File: src/rtl/usb_irq_pkg.sv
package usb_irq_pkg;
  localparam int STAT_W = 32;
  localparam int B_HCH  = 25;
  localparam int B_PORT = 24;
  localparam int B_LATE = 21;
  localparam int B_ISOI = 20;
  localparam int B_OEP  = 19;
  localparam int B_IEP  = 18;
  localparam int B_EOF  = 15;

  typedef enum logic [1:0] {
    A_STAT = 2'd0,
    A_MASK = 2'd1,
    A_VEC  = 2'd2,
    A_NONE = 2'd3
  } reg_addr_e;
endpackage

File: src/rtl/usb_irq_reduce.sv
module usb_irq_reduce #(
  parameter int UNITS = 4,
  parameter int CW    = 8
) (
  input  logic [UNITS*CW-1:0] cause,
  output logic [UNITS-1:0]    pend,
  output logic                any
);
  for (genvar u = 0; u < UNITS; u++) begin : g_unit
    assign pend[u] = |cause[u*CW +: CW];
  end
  assign any = |pend;
endmodule

File: src/rtl/usb_irq_frame.sv
module usb_irq_frame (
  input  logic clk,
  input  logic rst_n,
  input  logic host_mode,
  input  logic eof_pulse,
  input  logic per_pend,
  input  logic iso_out_any,
  input  logic iso_in_any,
  input  logic clr_late,
  input  logic clr_isoi,
  input  logic clr_eof,
  output logic late_q,
  output logic isoi_q,
  output logic eof_q
);
  logic late_d, isoi_d, eof_d;
  logic late_hit, isoi_hit;

  always_comb begin
    late_hit = eof_pulse & (host_mode ? per_pend : iso_out_any);
    isoi_hit = eof_pulse & ~host_mode & iso_in_any;

    late_d = late_q;
    if (late_hit)      late_d = 1'b1;
    else if (clr_late) late_d = 1'b0;

    isoi_d = isoi_q;
    if (host_mode)     isoi_d = 1'b0;
    else if (isoi_hit) isoi_d = 1'b1;
    else if (clr_isoi) isoi_d = 1'b0;

    eof_d = eof_q;
    if (eof_pulse)     eof_d = 1'b1;
    else if (clr_eof)  eof_d = 1'b0;
  end

  always_ff @(posedge clk or negedge rst_n) begin
    if (!rst_n) begin
      late_q <= 1'b0;
      isoi_q <= 1'b0;
      eof_q  <= 1'b0;
    end else begin
      late_q <= late_d;
      isoi_q <= isoi_d;
      eof_q  <= eof_d;
    end
  end


  late_needs_eof_chk: assert property (@(posedge clk) disable iff (!rst_n)
    $rose(late_q) |-> $past(eof_pulse));


  late_with_eof_chk: assert property (@(posedge clk) disable iff (!rst_n)
    $rose(late_q) |-> eof_q);


  w1c_clears_chk: assert property (@(posedge clk) disable iff (!rst_n)
    $past(rst_n) && $past(clr_late && !eof_pulse) |-> !late_q);


  host_drops_isoi_chk: assert property (@(posedge clk) disable iff (!rst_n)
    $past(rst_n) && $past(host_mode) |-> !isoi_q);
endmodule

File: src/rtl/usb_irq_summary.sv
module usb_irq_summary
  import usb_irq_pkg::*;
#(
  parameter int NUM_CH   = 8,
  parameter int NUM_EP   = 4,
  parameter int CAUSE_W  = 8,
  parameter int VEC_HALF = 16
) (
  input  logic                      clk,
  input  logic                      rst_n,
  input  logic                      host_mode,
  input  logic [NUM_CH*CAUSE_W-1:0] ch_cause,
  input  logic                      port_evt,
  input  logic [NUM_EP*CAUSE_W-1:0] in_ep_cause,
  input  logic [NUM_EP*CAUSE_W-1:0] out_ep_cause,
  input  logic                      eof_pulse,
  input  logic                      per_pend,
  input  logic [NUM_EP-1:0]         iso_in_late,
  input  logic [NUM_EP-1:0]         iso_out_late,
  input  logic [1:0]                addr,
  input  logic                      wr_en,
  input  logic [31:0]               wdata,
  output logic [31:0]               rdata,
  output logic                      irq
);
  localparam int VEC_W = 2 * VEC_HALF;

  logic [NUM_CH-1:0] ch_pend;
  logic [NUM_EP-1:0] in_pend, out_pend;
  logic ch_any, in_any, out_any;

  usb_irq_reduce #(.UNITS(NUM_CH), .CW(CAUSE_W)) i_ch_red (
    .cause(ch_cause), .pend(ch_pend), .any(ch_any));
  usb_irq_reduce #(.UNITS(NUM_EP), .CW(CAUSE_W)) i_in_red (
    .cause(in_ep_cause), .pend(in_pend), .any(in_any));
  usb_irq_reduce #(.UNITS(NUM_EP), .CW(CAUSE_W)) i_out_red (
    .cause(out_ep_cause), .pend(out_pend), .any(out_any));

  logic wr_stat, wr_mask;
  assign wr_stat = wr_en && (reg_addr_e'(addr) == A_STAT);
  assign wr_mask = wr_en && (reg_addr_e'(addr) == A_MASK);

  logic late_q, isoi_q, eof_q;

  usb_irq_frame i_frame (
    .clk        (clk),
    .rst_n      (rst_n),
    .host_mode  (host_mode),
    .eof_pulse  (eof_pulse),
    .per_pend   (per_pend),
    .iso_out_any(|iso_out_late),
    .iso_in_any (|iso_in_late),
    .clr_late   (wr_stat & wdata[B_LATE]),
    .clr_isoi   (wr_stat & wdata[B_ISOI]),
    .clr_eof    (wr_stat & wdata[B_EOF]),
    .late_q     (late_q),
    .isoi_q     (isoi_q),
    .eof_q      (eof_q)
  );

  // level summaries: {host channel, port, OUT ep, IN ep}
  logic [3:0] lvl_d, lvl_q;
  logic [VEC_W-1:0] vec_d, vec_q;
  logic [31:0] mask_d, mask_q;

  always_comb begin
    lvl_d[3] = host_mode & ch_any;
    lvl_d[2] = host_mode & port_evt;
    lvl_d[1] = ~host_mode & out_any;
    lvl_d[0] = ~host_mode & in_any;
    mask_d   = wr_mask ? wdata : mask_q;
  end

  for (genvar i = 0; i < VEC_W; i++) begin : g_vec
    logic hbit, dbit;
    if (i < NUM_CH) begin : g_h
      assign hbit = ch_pend[i];
    end else begin : g_hz
      assign hbit = 1'b0;
    end
    if (i < NUM_EP) begin : g_in
      assign dbit = in_pend[i];
    end else if (i >= VEC_HALF && i < VEC_HALF + NUM_EP) begin : g_out
      assign dbit = out_pend[i - VEC_HALF];
    end else begin : g_dz
      assign dbit = 1'b0;
    end
    assign vec_d[i] = host_mode ? hbit : dbit;
  end

  always_ff @(posedge clk or negedge rst_n) begin
    if (!rst_n) begin
      lvl_q  <= '0;
      vec_q  <= '0;
      mask_q <= '0;
    end else begin
      lvl_q  <= lvl_d;
      vec_q  <= vec_d;
      mask_q <= mask_d;
    end
  end

  logic [STAT_W-1:0] stat_w;
  always_comb begin
    stat_w         = '0;
    stat_w[B_HCH]  = lvl_q[3];
    stat_w[B_PORT] = lvl_q[2];
    stat_w[B_OEP]  = lvl_q[1];
    stat_w[B_IEP]  = lvl_q[0];
    stat_w[B_LATE] = late_q;
    stat_w[B_ISOI] = isoi_q;
    stat_w[B_EOF]  = eof_q;
  end

  always_comb begin
    case (reg_addr_e'(addr))
      A_STAT:  rdata = stat_w;
      A_MASK:  rdata = mask_q;
      A_VEC:   rdata = 32'(vec_q);
      default: rdata = '0;
    endcase
  end

  assign irq = |(stat_w & mask_q);


  hch_follow_chk: assert property (@(posedge clk) disable iff (!rst_n)
    $past(rst_n) |-> (stat_w[B_HCH] == $past(host_mode && (|ch_cause))));


  dev_hides_host_chk: assert property (@(posedge clk) disable iff (!rst_n)
    $past(rst_n) && $past(!host_mode) |-> !stat_w[B_HCH] && !stat_w[B_PORT]);


  oep_follow_chk: assert property (@(posedge clk) disable iff (!rst_n)
    $past(rst_n) |-> (stat_w[B_OEP] == $past(!host_mode && (|out_ep_cause))));


  mask_load_chk: assert property (@(posedge clk) disable iff (!rst_n)
    $past(rst_n) && $past(wr_en && addr == 2'd1) |-> mask_q == $past(wdata));
endmodule

File: config.mk
export PLATFORM = sky130hd
export DESIGN_NAME = usb_irq_summary
export DESIGN_NICKNAME = d
export VERILOG_FILES = /design/src/rtl/usb_irq_pkg.sv /design/src/rtl/usb_irq_reduce.sv /design/src/rtl/usb_irq_frame.sv /design/src/rtl/usb_irq_summary.sv
export SDC_FILE = /design/constraint.sdc
export NUM_CORES = 1
export LEC_CHECK = 0
export BUFFER_PORTS_ARGS = -buffer_cell sky130_fd_sc_hd__buf_2
export CORE_MARGIN = 2
export CORE_UTILIZATION = 30
export CTS_CLUSTER_DIAMETER = 30
export DETAILED_ROUTE_END_ITERATION = 10
export GPL_ROUTABILITY_DRIVEN = 0
export PLACE_DENSITY = 0.7
export SETUP_SLACK_MARGIN = 0.05
export SLEW_MARGIN = 25
export SYNTH_ARGS = -nofsm -noshare
export SYNTH_HDL_FRONTEND = slang
export SYNTH_SLANG_ARGS = --single-unit
File: constraint.sdc
create_clock -name clk -period 1.3 [get_ports clk]
set_input_delay 0.13 -clock clk [delete_from_list [all_inputs] [get_ports clk]]
set_output_delay 0.13 -clock clk [all_outputs]
set_load 0.005 [all_outputs]
---- After elaboration in Yosys (flattened, before gate mapping) ----
Index checks and enable logic that the tools add are counted.
word-level totals
  output and inout bits ................... 33
  input bits .............................. 177
  register bits after elaboration ......... 51
  word-level logic and storage cells ...... 69
cells by class
  equality and inequality tests ........... 2
  reduce and logical (&&, ||, !) cells .... 28
  bitwise gates (word level) .............. 12
  muxes and demuxes ....................... 21
operator list
  kind                                                  count
  OR reduction 8 bit                                    16
  one-hot mux 32 bit (3 select lines)                   1
  OR reduction 32 bit                                   3
  OR reduction 64 bit                                   1
  bitwise AND 26 x 32 -> 32 bit                         1
  2-to-1 mux 1 bit                                      20
  bitwise AND 1 bit                                     10
  OR reduction 4 bit                                    2
  nonzero test 2 bit                                    2
  nonzero test 3 bit                                    1
  equality test 2 x 1 -> 1 bit (second input constant)  1
  equality test 2 bit (second input constant)           1
  logical AND 1 bit                                     2
  logical NOT 2 bit                                     1
  inverter 1 bit                                        1

---- Logic depth before layout (Yosys ltp) ----
  depth after elaboration ................. 6
  gate-level depth with buffers ........... 6
  gate-level depth less buffers ........... 3

---- By module ----
Synthesis repeated with hierarchy kept, for this count alone.
unflattened totals
  cells, all modules ...................... 226
  area total of the unflattened synthesis .. 2745.1 um2
modules (own cells, without submodules)
  module                          sequential area each (um2)  area each (um2)  cells each  times used
  usb_irq_summary                 1201.2                      2264.7           159         1
  usb_irq_reduce at i_ch_red      0.0                         212.7            29          1
  usb_irq_reduce at i_in_red ...  0.0                         72.6             13          2
  usb_irq_frame                   75.1                        122.6            12          1

---- Worst setup path after synthesis ----
OpenSTA, ideal clock, no wires.
  path type ............................... input-to-reg
  start point ............................. in addr[0]
  end point ............................... reg mask_q[0]
  library setup time ...................... 0.125 ns
  arrival ................................. 1.031 ns
  required time ........................... 1.175 ns
  path slack .............................. 0.144 ns
  buffers on the path ..................... 3
  stages on the path ...................... 6
  cells stage by stage .................... buf_6 -> nor2b_4 -> buf_6 -> nand2_8 -> buf_12 -> mux2_4
between the ends
  word-level cells in the longest chain between the ends .. 2
RTL lines
  element                       line                   text
  from (decl)                   usb_irq_summary.sv:20  input logic [1:0] addr,
  equality test 2 x 1 -> 1 bit  usb_irq_summary.sv:41  assign wr_mask = wr_en && (reg_addr_e'(addr) == A_MASK);
  logical AND 1 bit             usb_irq_summary.sv:41
  to (signal assigned)          usb_irq_summary.sv:99  mask_q <= mask_d;
  to (decl)                     usb_irq_summary.sv:64  logic [31:0] mask_d, mask_q;
No other way between the ends.
A chain may end at the register's enable or synchronous reset.

---- Worst setup path after layout ----
  start point ............................. reg lvl_q[0]
  end point ............................... out irq
between the ends
  word-level cells in the longest chain between the ends .. 2
RTL lines
  element                        line                    text
  from (decl)                    usb_irq_summary.sv:62   logic [3:0] lvl_d, lvl_q;
  from (signal assigned)         usb_irq_summary.sv:97   lvl_q <= lvl_d;
  bitwise AND 26 x 32 -> 32 bit  usb_irq_summary.sv:124  assign irq = |(stat_w & mask_q);
  OR reduction 32 bit            usb_irq_summary.sv:124
  to (decl)                      usb_irq_summary.sv:24   output logic irq
No other way between the ends.

==> reports/summary.txt <==
PwrDens: 950 nW/µm²
Slew Limit Fails: 0
signal arrival time at the worst endpoint: 1370 ps
count of placed standard cells in the final layout, fillers left out: 552
final period demand of the worst path: 1500 ps
clk sink count: 51
simple-gate area share of the yosys netlist: 0.186
Clock power frac: 0.237
input/output buffers: 209
Total Routing Usage GR: 0.162
Synth Instances: 218
Initial Util: 0.309
switching power share of the total: 0.251
total of endpoints with negative setup slack in the final report: 2
share of the synthesized netlist area taken by xor and xnor gates: 0
net switching power figure: 0.000962 W
max-cap viol count: 0
share of the clock period used by the worst path after layout: 1.15
RSZ-0062 raised after global routing: yes
top library cells by usage in the layout, fill and taps aside: 209 x sky130_fd_sc_hd__buf_2, 51 x sky130_fd_sc_hd__dfrtp_1, 30 x sky130_fd_sc_hd__mux2_4
multiplexer share of the synthesized area: 0.203
largest fanout of any net on the critical path: 2
classification of the worst-slack hold path: in -> reg
Register Area: 1280 µm²
ratio of routed vias to standard cells: 4.82
Setup CP Type: reg -> out
sequential fraction of design power: 0.501
Avg Synthesized Cell Area: 12.3 µm²
run status: finished, violations left
Post-Synthesis Cell Area: 2680 µm²
worst rel slew slack: 0.704
total placed cells including tap cells: 541
number of search-and-repair iterations in the first detailed-routing pass: 4
combinational share of power: 0.262
clock tree from TritonCTS: built
routed length on met1: 3110 µm
number of CTS-inserted buffers: 5
global route overflow: 0
peak supply drop: 0.391 mV
largest net degree at the start of global routing: 33
multi-input logic area: 1290 µm²
diodes inserted: 0
largest family of logic cells by synthesized area: multiplexers
area inside the core boundary: 8680 µm²
Register-to-Register Path Depth: 3
horizontal die dimension: 98.5 µm
share of post-route cells with drive strength above 1: 0.610
static power due to leakage: 2.13 nW
Mapped Nets: 395
Area growth, synth to finish: 50.6%
via total after detailed routing: 2,659
die outline height: 98.5 µm
kind of end point of the critical path: primary output
vias in the first global route: 2,803
antenna violations before repair: 0
area fraction in compound gates after synthesis: 0.0930
Hold Path Stages: 2
highest routed layer: met4
fraction of the yosys area taken by sequential cells: 0.477
global-route wire length before repair: 12,700 µm
post-route setup slack: -197 ps
element type at the critical path start: register
clock slew at the register clock pins of the worst setup and hold paths: 90 ps
register bit total from synthesis: 51
drt drc: 0
insertion delay of the later-clocked pin in the worst-skew pair: 300 ps
maximum clock insertion buffer count: 2
Clock Tree Root: sky130_fd_sc_hd__clkbuf_8
transition time at the pin with the least slew margin: 440 ps
worst reg2reg setup slack: 310 ps
violations in the final reports: setup timing
Min Hold Slack: 58.5 ps
drt wl/cell: 14.8 µm
Fmax: 668 MHz
Cell Int Power: 0.00287 W
yosys warns: 0
standard-cell rows: 34
post-synthesis share of cell area spent on full adders, half adders and majority gates: 0
final count of hold timing violations: 0
required time at the worst-slack endpoint: 1170 ps
DRT antenna net count: 0
top-level port count: 210
total number of H-tree levels: 2
Die ar.: 9700 µm²
total wire length: 8180 µm
amount of wire on met2 after detailed routing: 4510 µm
final HPWL from detailed placement: 6680 µm
violation count after the first detailed-routing iteration: 62
routed length on met3: 469 µm
number of distinct library cells after synthesis: 31
most common cell after layout, fill and taps aside: sky130_fd_sc_hd__buf_2
largest clock skew in the final design: 0 ps
count of nets after finishing: 621
fill cell total of the finished layout: 835
[per-layer routing]
layer / GRT usage / vias up
met5: 0 / -
met4: 0.0421 / 0
met3: 0.0234 / 8
met2: 0.313 / 119
met1: 0.186 / 1256
li1: - / 1276
[synth_stat cells (all sizes together)]
| master | number | area (µm²) |
|---|---|---|
| a21oi | 5 | 25.0 |
| clkbuf | 4 | 15.0 |
| and2 | 16 | 100 |
| a21bo | 1 | 10.0 |
| o21a | 4 | 30.0 |
| o41ai | 1 | 8.76 |
| nand3 | 5 | 25.0 |
| nor3b | 1 | 7.51 |
| a22o | 11 | 96.3 |
| dfrtp | 51 | 1280 |
| nor4 | 25 | 156 |
| nor2 | 13 | 48.8 |
| mux2i | 7 | 70.1 |
| nor2b | 1 | 13.8 |
| o41a | 2 | 22.5 |
| nand2 | 10 | 53.8 |
| a21o | 1 | 7.51 |
| mux2 | 32 | 473 |
| buf | 7 | 92.6 |
| and2b | 1 | 7.51 |
| or4 | 8 | 60.1 |
| nand4 | 4 | 25.0 |
| o21ai | 3 | 15.0 |
| a22oi | 2 | 15.0 |
| a222oi | 1 | 10.0 |
| inv | 1 | 3.75 |
| a41oi | 1 | 8.76 |
[power by group through the flow]
stage	combinational, W	clock [W]	sequential, W
2_1_floorplan	0.000516	0	0.00191
3_3_place_gp	0.000954	0	0.00194
3_5_place_dp	0.000978	0	0.00195
4_1_cts	0.00100	0.000953	0.00192
5_1_grt	0.00109	0.00101	0.00195
6_report	0.00100	0.000908	0.00192
[what timing repair did]
item,4_1_cts,5_1_grt
endpoints found under the hold margin,16,0
setup endpoints to repair,4,2
gates resized for setup,2,1
pin swaps,2,2
buffers inserted,1,2
hold buffers,1,0
[sequential cells by signal (all words and copies together) (netlist names)]
signal and cells:
mask_q 32, vec_q 12, i_frame.eof_q 1, lvl_q 4, i_frame.isoi_q 1, i_frame.late_q 1
[worst max-delay path, stage by stage (launching register included)]
cell                       delay, ps
sky130_fd_sc_hd__dfrtp_1         390
sky130_fd_sc_hd__a222oi_1        410
sky130_fd_sc_hd__nand3_1         130
sky130_fd_sc_hd__buf_2           140
[final timing paths]
| check | startpoint | endpoint |
|---|---|---|
| max | lvl_q[0] | irq |
| min | wdata[24] | mask_q[24] |
| max reg2reg | mask_q[18] | mask_q[18] |
| min reg2reg | mask_q[26] | mask_q[26] |
| max in group asynchronous | rst_n | vec_q[7] |
| min in group asynchronous | rst_n | lvl_q[2] |
[cell families after synthesis]
family / count (synthesis)
and+or+nand+nor: 84
DFF: 51
AOI/OAI and AO/OA: 32
muxes: 39
buffers and inverters: 12
[final cells by class]
cell class,count,share of cell area
Multi-Input combinational cell,155,0.320
Timing Repair Buffer,230,0.307
Tap cell,108,0.0335
Clock inverter,1,0.00124
Sequential cell,51,0.317
Inverter,1,0.000931
Clock buffer,6,0.0205
[stage by stage]
step                      total power (W)  setup WS (ps)   util  instance area [µm²]  setup TNS, ps
after floorplan                   0.00243            144      -                 2680              0
after global placement            0.00289           -124  0.450                 3900           -124
after detailed placement          0.00293           -166  0.450                 3900           -222
after CTS                         0.00387           -222  0.462                 4010           -249
after global routing              0.00405           -245  0.465                 4030           -450
final                             0.00383           -197  0.465                 4030           -312
No activity file was read; power rests on OpenSTA's default activity.
